==> config.mk <==
export PLATFORM = sky130hd
export DESIGN_NAME = can_id_filter
export DESIGN_NICKNAME = d
export VERILOG_FILES = /design/src/rtl/can_flt_pkg.sv /design/src/rtl/flt_regs.sv /design/src/rtl/flt_match.sv /design/src/rtl/rx_bufs.sv /design/src/rtl/can_id_filter.sv
export SDC_FILE = /design/constraint.sdc
export NUM_CORES = 1
export LEC_CHECK = 0
export ABC_AREA = 1
export ABC_CLOCK_PERIOD_IN_PS = 1900
export BUFFER_PORTS_ARGS = -buffer_cell sky130_fd_sc_hd__buf_2
export CAP_MARGIN = 10
export CORE_ASPECT_RATIO = 2
export CORE_MARGIN = 10
export CORE_UTILIZATION = 55
export CTS_CLUSTER_DIAMETER = 200
export CTS_CLUSTER_SIZE = 28
export DETAILED_ROUTE_END_ITERATION = 8
export PLACE_DENSITY = 0.88
export SLEW_MARGIN = 20
export SYNTH_ARGS = -nofsm -noshare
export SYNTH_HDL_FRONTEND = slang
export SYNTH_SLANG_ARGS = --single-unit
export TNS_END_PERCENT = 30
==> constraint.sdc <==
create_clock -name clk -period 1.9 [get_ports clk]
set_input_delay 0.475 -clock clk [delete_from_list [all_inputs] [get_ports clk]]
set_output_delay 0.475 -clock clk [all_outputs]
set_load 0.1 [all_outputs]
==> src/rtl/can_flt_pkg.sv <==
package can_flt_pkg;
  localparam int ID_BYTES = 4;
  localparam int ID_W     = ID_BYTES * 8;
  localparam int FMT_BIT  = 19;          // bit 3 of identifier byte 1
  localparam int STD_BYTES = 2;
  localparam int STD_LSB  = ID_W - STD_BYTES * 8;

  // Bits that take part in the comparison for the given frame.
  function automatic logic [ID_W-1:0] care_bits(input logic [ID_W-1:0] id,
                                                 input logic [ID_W-1:0] msk);
    logic [ID_W-1:0] span;
    span = '1;
    if (!id[FMT_BIT]) span[STD_LSB-1:0] = '0;
    return span & ~msk;
  endfunction

  function automatic logic id_pass(input logic [ID_W-1:0] id,
                                   input logic [ID_W-1:0] acc,
                                   input logic [ID_W-1:0] msk);
    return ((id ^ acc) & care_bits(id, msk)) == '0;
  endfunction
endpackage

==> src/rtl/flt_regs.sv <==
module flt_regs
  import can_flt_pkg::*;
(
  input  logic            clk,
  input  logic            rst_n,
  input  logic            init_req,
  input  logic            init_ack,
  input  logic            cfg_wr,
  input  logic [2:0]      cfg_addr,
  input  logic [7:0]      cfg_wdata,
  input  logic [2:0]      cfg_raddr,
  output logic [7:0]      cfg_rdata,
  output logic [ID_W-1:0] acc_vec,
  output logic [ID_W-1:0] msk_vec
);
  logic       init_mode;
  logic       wr_ok;
  logic [7:0] acc_q [ID_BYTES];
  logic [7:0] msk_q [ID_BYTES];

  assign init_mode = init_req && init_ack;
  assign wr_ok     = cfg_wr && init_mode;

  for (genvar b = 0; b < ID_BYTES; b++) begin : g_byte
    always_ff @(posedge clk or negedge rst_n) begin
      if (!rst_n) begin
        acc_q[b] <= '0;
        msk_q[b] <= '0;
      end else if (wr_ok && cfg_addr[1:0] == 2'(b)) begin
        if (cfg_addr[2]) msk_q[b] <= cfg_wdata;
        else             acc_q[b] <= cfg_wdata;
      end
    end
    assign acc_vec[ID_W-1-8*b -: 8] = acc_q[b];
    assign msk_vec[ID_W-1-8*b -: 8] = msk_q[b];
  end

  assign cfg_rdata = cfg_raddr[2] ? msk_q[cfg_raddr[1:0]] : acc_q[cfg_raddr[1:0]];

  // nothing moves outside initialization mode
  a_r3_locked_outside_init: assert property (@(posedge clk) disable iff (!rst_n)
    !init_mode |=> ($stable(acc_vec) && $stable(msk_vec)));
  // a granted write lands in the addressed acceptance byte
  a_r2_acc_write: assert property (@(posedge clk) disable iff (!rst_n)
    (wr_ok && !cfg_addr[2]) |=>
      acc_vec[ID_W-1-8*$past(cfg_addr[1:0]) -: 8] == $past(cfg_wdata));
endmodule

==> src/rtl/flt_match.sv <==
module flt_match
  import can_flt_pkg::*;
(
  input  logic [ID_W-1:0] frm_id,
  input  logic [ID_W-1:0] acc_vec,
  input  logic [ID_W-1:0] msk_vec,
  output logic            frm_hit
);
  assign frm_hit = id_pass(frm_id, acc_vec, msk_vec);

  // standard frames do not depend on the low two bytes of the filter
  always_comb begin
    if (!frm_id[FMT_BIT])
      a_r5_std_low_ignored: assert (frm_hit == id_pass(frm_id,
        {acc_vec[ID_W-1:STD_LSB], ~acc_vec[STD_LSB-1:0]},
        {msk_vec[ID_W-1:STD_LSB], ~msk_vec[STD_LSB-1:0]}));
  end
endmodule

==> src/rtl/rx_bufs.sv <==
module rx_bufs
  import can_flt_pkg::*;
#(
  parameter int DATA_W = 64
) (
  input  logic              clk,
  input  logic              rst_n,
  input  logic              frm_valid,
  input  logic              frm_hit,
  input  logic [ID_W-1:0]   frm_id,
  input  logic [DATA_W-1:0] frm_data,
  input  logic              rx_clr,
  output logic              rx_full,
  output logic [ID_W-1:0]   fg_id,
  output logic [DATA_W-1:0] fg_data
);
  localparam int SLOTS = 2;

  logic              fg_sel;
  logic              promote;
  logic [ID_W-1:0]   slot_id   [SLOTS];
  logic [DATA_W-1:0] slot_data [SLOTS];

  assign promote = frm_valid && frm_hit && !rx_full;

  for (genvar s = 0; s < SLOTS; s++) begin : g_slot
    always_ff @(posedge clk or negedge rst_n) begin
      if (!rst_n) begin
        slot_id[s]   <= '0;
        slot_data[s] <= '0;
      end else if (frm_valid && fg_sel != 1'(s)) begin
        slot_id[s]   <= frm_id;
        slot_data[s] <= frm_data;
      end
    end
  end

  always_ff @(posedge clk or negedge rst_n) begin
    if (!rst_n) begin
      fg_sel  <= 1'b0;
      rx_full <= 1'b0;
    end else begin
      if (promote) fg_sel <= ~fg_sel;
      if (promote)     rx_full <= 1'b1;
      else if (rx_clr) rx_full <= 1'b0;
    end
  end

  assign fg_id   = slot_id[fg_sel];
  assign fg_data = slot_data[fg_sel];

  // a promoted frame is what the host sees next
  a_r6_promote_visible: assert property (@(posedge clk) disable iff (!rst_n)
    (frm_valid && frm_hit && !rx_full) |=> (rx_full && fg_id == $past(frm_id)));
  // a rejected frame disturbs nothing the host sees
  a_r7_reject_quiet: assert property (@(posedge clk) disable iff (!rst_n)
    (frm_valid && !frm_hit && !rx_clr) |=>
      ($stable(rx_full) && $stable(fg_id) && $stable(fg_data)));
  // foreground is frozen while full
  a_r8_fg_held: assert property (@(posedge clk) disable iff (!rst_n)
    rx_full |=> ($stable(fg_id) && $stable(fg_data)));
  // a clear on a full buffer always empties it
  a_r9_clear_wins: assert property (@(posedge clk) disable iff (!rst_n)
    (rx_clr && rx_full) |=> !rx_full);
endmodule

==> src/rtl/can_id_filter.sv <==
module can_id_filter
  import can_flt_pkg::*;
#(
  parameter int DATA_W = 64
) (
  input  logic              clk,
  input  logic              rst_n,
  input  logic              init_req,
  input  logic              init_ack,
  input  logic              cfg_wr,
  input  logic [2:0]        cfg_addr,
  input  logic [7:0]        cfg_wdata,
  input  logic [2:0]        cfg_raddr,
  output logic [7:0]        cfg_rdata,
  input  logic              frm_valid,
  input  logic [31:0]       frm_id,
  input  logic [DATA_W-1:0] frm_data,
  input  logic              rx_clr,
  output logic              rx_full,
  output logic [31:0]       fg_id,
  output logic [DATA_W-1:0] fg_data
);
  logic [ID_W-1:0] acc_vec;
  logic [ID_W-1:0] msk_vec;
  logic            frm_hit;

  flt_regs u_regs (
    .clk(clk), .rst_n(rst_n), .init_req(init_req), .init_ack(init_ack),
    .cfg_wr(cfg_wr), .cfg_addr(cfg_addr), .cfg_wdata(cfg_wdata),
    .cfg_raddr(cfg_raddr), .cfg_rdata(cfg_rdata),
    .acc_vec(acc_vec), .msk_vec(msk_vec)
  );

  flt_match u_match (
    .frm_id(frm_id), .acc_vec(acc_vec), .msk_vec(msk_vec), .frm_hit(frm_hit)
  );

  rx_bufs #(.DATA_W(DATA_W)) u_bufs (
    .clk(clk), .rst_n(rst_n), .frm_valid(frm_valid), .frm_hit(frm_hit),
    .frm_id(frm_id), .frm_data(frm_data), .rx_clr(rx_clr),
    .rx_full(rx_full), .fg_id(fg_id), .fg_data(fg_data)
  );

  // with every mask bit set, any frame passes
  a_r4_all_masked_pass: assert property (@(posedge clk) disable iff (!rst_n)
    (msk_vec == '1) |-> frm_hit);
endmodule

# Word-level counts from Yosys, hierarchy flattened
# Cells that the tools add are included.
# word_totals
inputBits,117
wordCells,65
output_inout_bits,105
regBits,258
# op_classes
magnitude_cmp,2
muxes,16
n_bitwise,8
n_eq_ne,3
reduce_logical,22
# ops
cell,n
64-bit two-way mux,3
32-bit two-way mux,3
32-bit bitwise AND,2
8-bit two-way mux,5
8-bit binary-select mux with 2-bit select,2
32-bit logical NOT,1
32-bit inverter,1
32-bit bitwise XOR,1
16-bit two-way mux,1
2-bit AND reduction,8
1-bit logical AND,10
"2-bit equality test, second input constant",2
"3-bit greater-or-equal comparator, second input constant",1
2-bit inverter with 3-bit output,1
"2-bit by 1-bit equality test with 1-bit output, second input constant",1
"2-bit greater-or-equal comparator, second input constant",1
2-bit logical NOT,1
1-bit two-way mux,2
1-bit inverter,2
1-bit inverter with 2-bit output,1
2-bit nonzero test,1
1-bit logical NOT,1

# Depth between registers and ports, before layout
# Gate-level depths: netlist of run 1.
# logic_depth
ltp_word,7
mapped_depth,12

# By module
# A second synthesis of run 1 with hierarchy kept.
# unflattened
cells_unflattened,1686
hier_area_um2,12675.9
# modules_own_cells
mod,cells_per_inst,area_each_um2,seq_area_each_um2,instances
rx_bufs,1036,8483.1,4854.7,1
flt_regs,441,3321.9,1601.5,1
flt_match,209,870.8,0.0,1

# Worst setup path before layout of run 1
# Ideal clock, no wire load.
# synth_path
kind,input -> output
startpoint,in cfg_raddr[0]
endpoint,out cfg_rdata[0]
path_buffers,2
t_arrival_ns,2.706
setup_slack_ns,-1.281
path_stages,5
path_cell_list,buf_2 -> clkbuf_1 -> a21oi_1 -> o21ai_0 -> a31oi_1
# synth_via
elab_chain_len,5
elab_cells_between_ends,8
# synth_lines
item,line,rtl
start: declaration,can_id_filter.sv:13,"input logic [2:0] cfg_raddr,"
2-bit inverter with 3-bit output (implied by the code) *,flt_regs.sv:38,assign cfg_rdata = cfg_raddr[2] ? msk_q[cfg_raddr[1:0]] : acc_q[cfg_raddr[1:0]];
8-bit binary-select mux with 2-bit select,flt_regs.sv:38,
8-bit two-way mux (implied by the code) (2 in a row),flt_regs.sv:38,
8-bit two-way mux *,flt_regs.sv:38,
end: declaration,can_id_filter.sv:14,"output logic [7:0] cfg_rdata,"
# Every way passes the cells marked *; elsewhere a longest branch is shown, timed or not. The select of a mux whose other input is x is not followed.

# Final worst setup path of run 1
# layout_path
startpoint,reg u_bufs.fg_sel
endpoint,out fg_data[59]
# layout_via
elab_chain_len,4
# layout_lines
item,line,rtl
start: declaration,rx_bufs.sv:19,logic fg_sel;
start signal: assignment,rx_bufs.sv:43,if (promote) fg_sel <= ~fg_sel;
1-bit inverter with 2-bit output (implied by the code),rx_bufs.sv:50,assign fg_data = slot_data[fg_sel];
64-bit two-way mux (implied by the code) (3 in a row),rx_bufs.sv:50,
end: declaration,can_id_filter.sv:21,output logic [DATA_W-1:0] fg_data
# No other way between the ends. The select of a mux whose other input is x is not followed.

==> impl_results.md, run 1 <==
* Outcome: finished, violations left
* Violations in the final reports: setup timing
* Total power at 11.31 mW
* Slew headroom at 68.65%
* Avg WL per Cell at 21.12 um
* Clock period minus final worst setup slack at 2.426 ns
* Type of the most critical hold path: in -> reg
* Worst R2R Start: u_bufs.fg_sel
* Critical path destination: fg_data[59]
* Final-report max-slew violation count at 0
* Total die area at 0.02819 mm2
* Peak Freq at 0.4122 GHz
* Total power per unit cell area at 683.5 mW/mm2
* Average cell area after synthesis at 7.675 um2
* Startpoint of the tightest hold check path: rx_clr
* Category of the critical setup timing path: reg -> out
* Relative area change from synthesis to final layout at 39.60%
* Mapped Cells at 1545
* Number of clock buffers inserted by TritonCTS at 13
* Setup TNS Final at -32.32 ns
* DRT Pass-1 Iters at 9
* Number of nets in the finished design at 1879
* H-tree Lvls at 1
* Synth async-reset ratio at 100.0%
* Sort of element at the start of the critical path: flip-flop
* Initial Util at 55.42%
* Vias per cell at 5.693
* Fin area at 0.01655 mm2
* Wire length of the first global-routing pass at 63920 um
* Slack of the critical path at -0.5257 ns
* Worst hold slack at 0.1538 ns
* Cell area after placement at 0.01547 mm2
* Syn Nets at 1662
* Remaining global-route overflow at 0
* Reg-to-reg setup timing slack at 0.04 ns
* Actual slew at the worst max-slew pin at 0.4698 ns
* Buffer cell driving the clock tree root: clkbuf_16
* Number of warnings reported in the yosys synthesis log at 0
* Clock latency on the worst-skew pair at 0.50 ns
* Core ar. at 0.02140 mm2
* Share of the cycle needed by the critical path after routing at 127.7%
* Clock slew at reported path FFs at 0.11 ns
* Number of max-cap violations at 0
* Arrival time at the worst endpoint at 1.95 ns
* Detailed placer's ending HPWL at 29330 um
* Die Y-Extent at 227.7 um
* Post-synthesis cell type count at 22
* Maximum number of buffers from clock root to sink at 3
* Final hold viol count at 0
* I/O pin count at 222
* #FFs+latches synth at 258
* Gr usage total at 29.57%
* Unrepaired setup endpoints after global routing: yes
* Peak ir drop on the vdd network at 0.0008457 V
* Share of the yosys chip area belonging to registers at 54.45%
* Most instantiated flip-flop cell in the synthesis netlist: dfrtp_1
* Post-route antenna net violation count at 0
* 1st-iter DRT viols at 1223
* Number of synthesized flops with an enable pin at 0
* Die Width at 123.8 um
* Routed Wire Length at 43060 um
* CTS tree: done
* Num Clock Sinks at 258
* Mapped cell area at 0.01186 mm2
* Number of antenna violations at the first check in global routing at 3
* Worst endpoint required time at 1.42 ns
* Peak fanout along the critical path at 49
* Vias in the first global route at 11730
* Remaining DRCs at 0
* Capturing element type of the critical path: output port
* Largest net degree at the start of global routing at 107
* Clock skew at 0.02543 ns
* Total of endpoints with negative setup slack in the final report at 104
* Weighted congestion reported at the end of routability-driven placement at 1.082
* Fraction of final layout cells sized beyond drive strength 1 at 28.08%
* Static power due to leakage at 8.216 nW
* Depth of the most critical reg-to-reg path at 6
* Filler cell count at 1328
* End of the worst register-to-register path: u_bufs.slot_data[109]
* Count of standard-cell rows at 76
* Launching instance or port of the critical path: u_bufs.fg_sel
* Detailed-route via count at 11610
* Buffers on Ports at 221
## layout by cell type (no fill, tap or decap), drive strengths merged
master	Yosys	final
nand4	4	4
dlygate4sd3	0	1
and3	1	1
clkinv	1	3
nand2	640	640
dfrtp	258	258
inv	157	157
a221oi	2	2
diode	0	3
buf	46	280
xor2	2	2
a21oi	24	24
nor2	40	40
nand3	30	30
a31oi	8	8
clkbuf	37	18
o21ai	291	291
nand3b	2	2
o211ai	2	2
## per-layer routing
| metal | share of wire, % | global-route usage, % | wire, um | up-vias |
|---|---|---|---|---|
| met5 | 0 | 0 | 0 | - |
| met4 | 8.3 | 21.22 | 3593 | 0 |
| met3 | 7.2 | 4.626 | 3112 | 191 |
| met2 | 53 | 52.62 | 22780 | 610 |
| met1 | 32 | 30.28 | 13570 | 5553 |
| li1 | - | - | - | 5254 |
## cells in the mapped netlist, types with 4 or more instances
cell	instances	area, um2
nand2_1	640	2402
buf_1	10	37.54
clkbuf_1	37	138.9
o21ai_0	291	1456
inv_1	155	581.8
nand4_1	4	25.02
nor2_2	6	37.54
a21oi_1	24	120.1
buf_2	35	175.2
a31oi_1	8	50.05
dfrtp_1	258	6456
nand3_1	29	145.1
nor2_1	34	127.6
## registers in the layout, indices dropped and copies added (netlist names)
register          cells
u_bufs.rx_full        1
u_regs.acc_vec       32
u_bufs.fg_sel         1
u_regs.msk_vec       32
u_bufs.slot_data    128
u_bufs.slot_id       64
## logic make-up (layout without fill, tap and decap cells)
logic type | count (synthesis) | in the layout | synth area share [%]
buffers and inverters | 241 | 459 | 8.062
flip-flops | 258 | 258 | 54.45
XOR/XNOR | 2 | 2 | 0.1478
AO/OA/AOI/OAI | 327 | 327 | 13.99
AND/OR/NAND/NOR | 717 | 717 | 23.35
other | 0 | 3 | 0
## power breakdown
group / switching (mW) / leakage [nW] / total [mW] / internal, mW
combinational: 1.22 / 4.68 / 1.90 / 0.679
clock: 1.75 / 0.177 / 3.04 / 1.29
sequential: 0.448 / 3.36 / 6.37 / 5.92
## layout make-up
| type | count | area [um2] | area share (%) |
|---|---|---|---|
| clock buffers | 14 | 329.1 | 1.988 |
| multi-input cells | 1046 | 5270 | 31.84 |
| repair buffers | 285 | 3496 | 21.12 |
| diodes | 3 | 7.507 | 0.04535 |
| well taps | 273 | 341.6 | 2.063 |
| flip-flops and latches | 258 | 6461 | 39.03 |
| clock inverters | 2 | 38.79 | 0.2343 |
| inverters | 158 | 609.3 | 3.681 |
## through the flow
stage	util (%)	cells	setup WS, ns
6_report	77.37	2039	-0.5257
4_1_cts	75.87	2032	-0.3790
2_1_floorplan	-	1545	-0.2276
3_3_place_gp	72.32	2007	-0.2821
5_1_grt	77.37	2039	-0.5816
3_5_place_dp	72.32	2007	-0.2639
## worst min path at each step
stage                                    end  slack (ns)  cells after the start
after global placement    u_regs.msk_vec[27]        0.39                      1
after global routing          u_bufs.rx_full        0.15                      2
after floorplan                u_bufs.fg_sel        0.18                      0
after CTS                     u_bufs.rx_full        0.15                      2
after detailed placement  u_regs.msk_vec[23]        0.40                      1
final                         u_bufs.rx_full        0.15                      2
## timing repair
action | CTS | global route
setup endpoints to repair | 104 | 105
endpoints found under the hold margin | 36 | 0
pin swaps | 4 | 23
setup buffers | 4 | 3
gates cloned | 4 | 3
hold buffers | 1 | 0
resized for setup | 87 | 81
## critical path: stages, from the launching register on
cell	delay, ns
dfrtp_4	0.52
buf_16	0.28
nand2_1	0.26
nand2_4	0.19
buf_12	0.18
Note: power is estimated with default switching activity, not from simulation.
==> run 2, diff against run 1 <==
- ABC_CLOCK_PERIOD_IN_PS: 1900 -> 2200
- CORE_UTILIZATION: 55 -> 50
- PLACE_DENSITY: 0.88 -> 0.85
- clock period: 1.9 -> 2.2 ns (I/O delays scaled with it)
==> impl_results.md, run 2 (synthesized netlist as in run 1, its figures left out) <==
* Outcome: finished, violations left
* Violations in the final reports: setup timing
* Remaining global-route overflow at 0
* Maximum number of buffers from clock root to sink at 3
* Total of endpoints with negative setup slack in the final report at 99
* Buffer cell driving the clock tree root: clkbuf_16
* Remaining DRCs at 0
* Num Clock Sinks at 258
* Final core utilization at 70.85%
* Initial Util at 50.83%
* Total power at 9.677 mW
* Detailed placer's ending HPWL at 27720 um
* Family with the most delay on the worst path: buffers and inverters
* Post-route antenna net violation count at 0
* Largest Register: u_bufs.slot_data
* Die Width at 128.9 um
* Cell mode on critical path: buf_12
* Final cell count without fillers at 2055
* Final-report max-slew violation count at 0
* Relative area change from synthesis to final layout at 39.39%
* Category of the critical setup timing path: reg -> out
* Switch share at 29.92%
* P_sw at 2.895 mW
* Filler cell count at 1681
* Detailed-route via count at 11380
* Slack of the critical path at -0.1616 ns
* Area taken by multi-input logic gates at 0.005050 mm2
* Capturing element type of the critical path: output port
* Clock slew at reported path FFs at 0.11 ns
* Total power per unit cell area at 585.5 mW/mm2
* Worst R2R Start: u_bufs.fg_sel
* End of the worst register-to-register path: u_bufs.slot_data[38]
* Sort of element at the start of the critical path: flip-flop
* Static power due to leakage at 8.140 nW
* Most frequent cells in the layout: nand2_1, o21ai_0, dfrtp_1
* Clock skew at 0.04145 ns
* Clock period minus final worst setup slack at 2.362 ns
* Weighted congestion reported at the end of routability-driven placement at 1.090
* Fraction of final layout cells sized beyond drive strength 1 at 26.50%
* Number of antenna violations at the first check in global routing at 5
* Core ar. at 0.02333 mm2
* Crit-path slowest cell: dfrtp_4
* Number of clock buffers inserted by TritonCTS at 13
* Wire length of the first global-routing pass at 61660 um
* Total die area at 0.03065 mm2
* Most common cell after layout, fill and taps aside: nand2_1
* Peak fanout along the critical path at 6
* Internal power at 6.781 mW
* Largest registers: u_bufs.slot_data: 128 flops, u_bufs.slot_id: 64 flops
* Clock power frac at 27.1%
* Worst hold endpoint: u_bufs.rx_full
* Die Y-Extent at 237.8 um
* Routed Wire Length at 43370 um
* Peak ir drop on the vdd network at 0.0008075 V
* Reg-to-reg setup timing slack at 0.14 ns
* Avg WL per Cell at 21.10 um
* I/O pin count at 222
* Combinational Power Share at 16.3%
* Final hold viol count at 0
* CTS tree: done
* Clock latency on the worst-skew pair at 0.50 ns
* Largest stage delay on the critical path at 0.54 ns
* Arrival time at the worst endpoint at 1.81 ns
* Unrepaired setup endpoints after global routing: yes
* Max FFs per register at 128
* Setup TNS Final at -10.37 ns
* Number of nets in the finished design at 1883
* Critical Path, Cell by Cell: buf_12 > clkbuf_16 > buf_12 > nand2_4 > nand2_4 > buf_12
* Placed Instances at 2000
* Worst hold slack at 0.2492 ns
* 1st-iter DRT viols at 1049
* Vias per cell at 5.537
* Largest net degree at the start of global routing at 125
* Buffers on Ports at 221
* Hold depth at 2
* Sequential power share at 56.6%
* Gr usage total at 25.87%
* Count of standard-cell rows at 79
* Startpoint of the tightest hold check path: rx_clr
* Vias in the first global route at 11360
* Number of max-cap violations at 0
* Depth of the most critical reg-to-reg path at 7
* DRT Pass-1 Iters at 6
* H-tree Lvls at 1
* Worst endpoint required time at 1.65 ns
* Buffers & Inverters on Critical Path at 4
* Slew headroom at 55.39%
* Actual slew at the worst max-slew pin at 0.6691 ns
* Type of the most critical hold path: in -> reg
* Peak Freq at 0.4234 GHz
* Sequential cell area at 0.006464 mm2
* Share of the cycle needed by the critical path after routing at 107.3%
[run 2: power by group through the flow]
stage | combinational [mW] | sequential (mW) | clock [mW]
after floorplan | 0.942 | 5.40 | 0
after global routing | 1.75 | 5.51 | 2.83
final | 1.58 | 5.48 | 2.62
after global placement | 1.46 | 5.52 | 0
after detailed placement | 1.52 | 5.54 | 0
after CTS | 1.54 | 5.45 | 2.67
[run 2: worst max path at each step]
| stage | start | end | depth (start not counted) |
|---|---|---|---|
| 6_report | u_bufs.fg_sel | fg_data[5] | 6 |
| 3_5_place_dp | cfg_raddr[0] | cfg_rdata[4] | 7 |
| 4_1_cts | u_bufs.fg_sel | fg_data[4] | 5 |
| 5_1_grt | u_bufs.fg_sel | fg_data[5] | 6 |
| 2_1_floorplan | u_bufs.fg_sel | fg_data[55] | 6 |
| 3_3_place_gp | cfg_raddr[0] | cfg_rdata[7] | 7 |
[run 2: timing repair]
action | 4_1_cts | 5_1_grt
hold endpoints to repair | 43 | 0
setup endpoints to repair | 102 | 104
hold buffers | 1 | 0
gates resized for setup | 119 | 48
gates cloned | 4 | 11
pin swaps | 4 | 16
setup buffers | 1 | 18
[run 2: layout make-up]
cell class,instances,area share (%)
Sequential cell,258,39.11
Multi-Input combinational cell,1046,30.55
Timing Repair Buffer,289,22.25
Inverter,158,3.687
Tap cell,283,2.142
Clock buffer,14,1.991
Clock inverter,1,0.1817
Antenna cell,6,0.09084
[run 2: stage by stage]
stage               cell area, um2  worst slack (ns)
floorplan                    12130           -0.1085
global placement             15140           0.03116
detailed placement           15140           0.01416
CTS                          15940           -0.1243
global route                 16530           -0.1878
finish                       16530           -0.1616
[run 2: metal layers]
layer / vias to the layer above / wire length (um) / track usage [%]
li1: 5262 / - / -
met1: 5416 / 14220 / 26.50
met2: 550 / 23140 / 45.98
met3: 151 / 2592 / 3.834
met4: 0 / 3416 / 19.57
met5: - / 0 / 0
==> run 3, diff against run 2 <==
- CORE_UTILIZATION: 50 -> 52
- CTS_BUF_LIST: default -> sky130_fd_sc_hd__clkbuf_8
- GPL_TIMING_DRIVEN: default -> 0
- PLACE_DENSITY: 0.85 -> 0.87
==> impl_results.md, run 3 (synthesized netlist as in run 1, its figures left out) <==
* Peak ir drop on the vdd network at 0.0006892 V
* Hold depth at 2
* Number of antenna violations at the first check in global routing at 4
* Launching instance or port of the critical path: u_bufs.fg_sel
* End of the worst register-to-register path: u_bufs.slot_data[31]
* Clock slew at reported path FFs at 0.16 ns
* Cell mode on critical path: buf_12
* Detailed placer's ending HPWL at 30430 um
* Wire length of the first global-routing pass at 66990 um
* Initial Util at 52.60%
* Type of the most critical hold path: in -> reg
* Final cell count without fillers at 2077
* Arrival time at the worst endpoint at 1.82 ns
* Outcome: finished, violations left
* Unrepaired setup endpoints after global routing: yes
* Total power per unit cell area at 560.7 mW/mm2
* Largest registers: u_bufs.slot_data: 128 flops, u_bufs.slot_id: 64 flops
* H-tree Lvls at 1
* Routed Wire Length at 45820 um
* Final hold viol count at 0
* Number of clock buffers inserted by TritonCTS at 13
* Num Clock Sinks at 258
* Largest net degree at the start of global routing at 106
* Final-report max-slew violation count at 0
* Slew headroom at 64.60%
* Weighted congestion reported at the end of routability-driven placement at 1.032
* DRT Pass-1 Iters at 6
* Reg-to-reg setup timing slack at 0.26 ns
* Final core utilization at 72.36%
* Violations in the final reports: setup timing
* Category of the critical setup timing path: reg -> out
* Max Used Layer: met4
* Remaining global-route overflow at 0
* Vias in the first global route at 12370
* Clock skew at 0.03706 ns
* Most common cell after layout, fill and taps aside: nand2_1
* Relative area change from synthesis to final layout at 37.56%
* Worst hold slack at 0.2135 ns
* Most frequent cells in the layout: nand2_1, o21ai_0, dfrtp_1
* Vias per cell at 5.830
* Remaining DRCs at 0
* Worst hold endpoint: u_bufs.rx_full
* I/O pin count at 222
* Detailed-route via count at 12110
* Total die area at 0.02961 mm2
* Peak Freq at 0.4214 GHz
* Worst R2R Start: u_bufs.fg_sel
* Peak fanout along the critical path at 8
* Die Width at 126.8 um
* Max FFs per register at 128
* Depth of the most critical reg-to-reg path at 6
* Static power due to leakage at 8.121 nW
* Buffer cell driving the clock tree root: clkbuf_8
* Sort of element at the start of the critical path: flip-flop
* Number of max-cap violations at 0
* Length of routed met3 wiring at 2800 um
* Startpoint of the tightest hold check path: rx_clr
* Placed Instances at 2047
* Largest stage delay on the critical path at 0.42 ns
* Gr usage total at 28.64%
* Post-route antenna net violation count at 0
* Capturing element type of the critical path: output port
* Count of standard-cell rows at 78
* Buffers on Ports at 220
* 1st-iter DRT viols at 1063
* Setup TNS Final at -10.60 ns
* Met2 WL post-DR at 24430 um
* Core ar. at 0.02254 mm2
* Clock period minus final worst setup slack at 2.373 ns
* Worst endpoint required time at 1.65 ns
* Die Y-Extent at 233.6 um
* Avg WL per Cell at 22.06 um
* Fraction of final layout cells sized beyond drive strength 1 at 26.55%
* Slack of the critical path at -0.1729 ns
* Largest Register: u_bufs.slot_data
* Total of endpoints with negative setup slack in the final report at 104
* Number of nets in the finished design at 1911
* Filler cell count at 1540
* CTS tree: done
* Clock latency on the worst-skew pair at 0.53 ns
* Critical Path, Cell by Cell: buf_6 > clkinv_8 > buf_12 > buf_8 > nand2_1 > nand2_2 > buf_12
* Share of the cycle needed by the critical path after routing at 107.9%
* Crit-path slowest cell: dfrtp_1
* Actual slew at the worst max-slew pin at 0.5255 ns
* Maximum number of buffers from clock root to sink at 3
* Met1 Wirelength at 14310 um
[run 3: cell types whose count changed in the layout (fill, tap and decap cells not counted), sizes merged]
cell / delta
clkbuf: +25
bufbuf: +1
diode: -2
inv: +1
[run 3: layout make-up]
cell class              count  area, um2  area share [%]
repair buffers            233       2918           17.89
diodes                      4      10.01         0.06136
repair inverters            1      6.256         0.03835
plain buffers              83      644.4           3.950
clock inverters             1      30.03          0.1841
well taps                 280      350.3           2.148
clock buffers              13      178.9           1.097
multi-input cells        1046       5105           31.30
flip-flops and latches    258       6456           39.58
inverters                 158      613.1           3.759
[run 3: timing repair]
action | in CTS | in global routing
buffers inserted | 1 | 4
pin swaps | 10 | 27
endpoints found under the hold margin | 54 | 0
hold buffers | 1 | 0
setup endpoints to repair | 104 | 104
resized for setup | 536 | 119
cloned | 4 | 3
[run 3: per-layer routing]
metal / GRT usage, % / vias to the layer above
met5: 0 / -
met3: 4.564 / 235
met2: 52.77 / 729
met4: 22.84 / 0
met1: 27.17 / 5823
li1: - / 5321
[run 3: how the worst max path moves through the flow]
stage                           end  slack [ns]  depth (start not counted)
6_report                fg_data[61]       -0.17                          7
5_1_grt                   fg_id[13]       -0.23                          7
4_1_cts                   fg_id[25]       -0.17                          6
2_1_floorplan           fg_data[55]       -0.11                          6
3_5_place_dp           cfg_rdata[0]       -0.47                          7
3_3_place_gp   u_bufs.slot_data[89]       -3.80                          1
[run 3: power breakdown]
group	switching [mW]	internal, mW	leakage, nW	total [mW]
logic	1.06	0.561	4.65	1.62
clock network	1.48	0.574	0.105	2.05
registers	0.358	5.12	3.36	5.47
total	2.90	6.25	8.12	9.15
[run 3: worst max-delay path: cells and delay by family (launching register included)]
family                 cells  cell delay (ns)
buffers and inverters      5             0.66
flip-flops                 1             0.42
AND/OR/NAND/NOR            2             0.18
[run 3: through the flow]
stage               setup WS, ns  power [mW]  area, um2
finish                   -0.1729       9.146      16310
global route             -0.2295       9.505      16310
CTS                      -0.1748       9.013      15820
detailed placement       -0.4736       6.972      13650
global placement          -3.803       6.898      13580
floorplan                -0.1085       6.343      12130
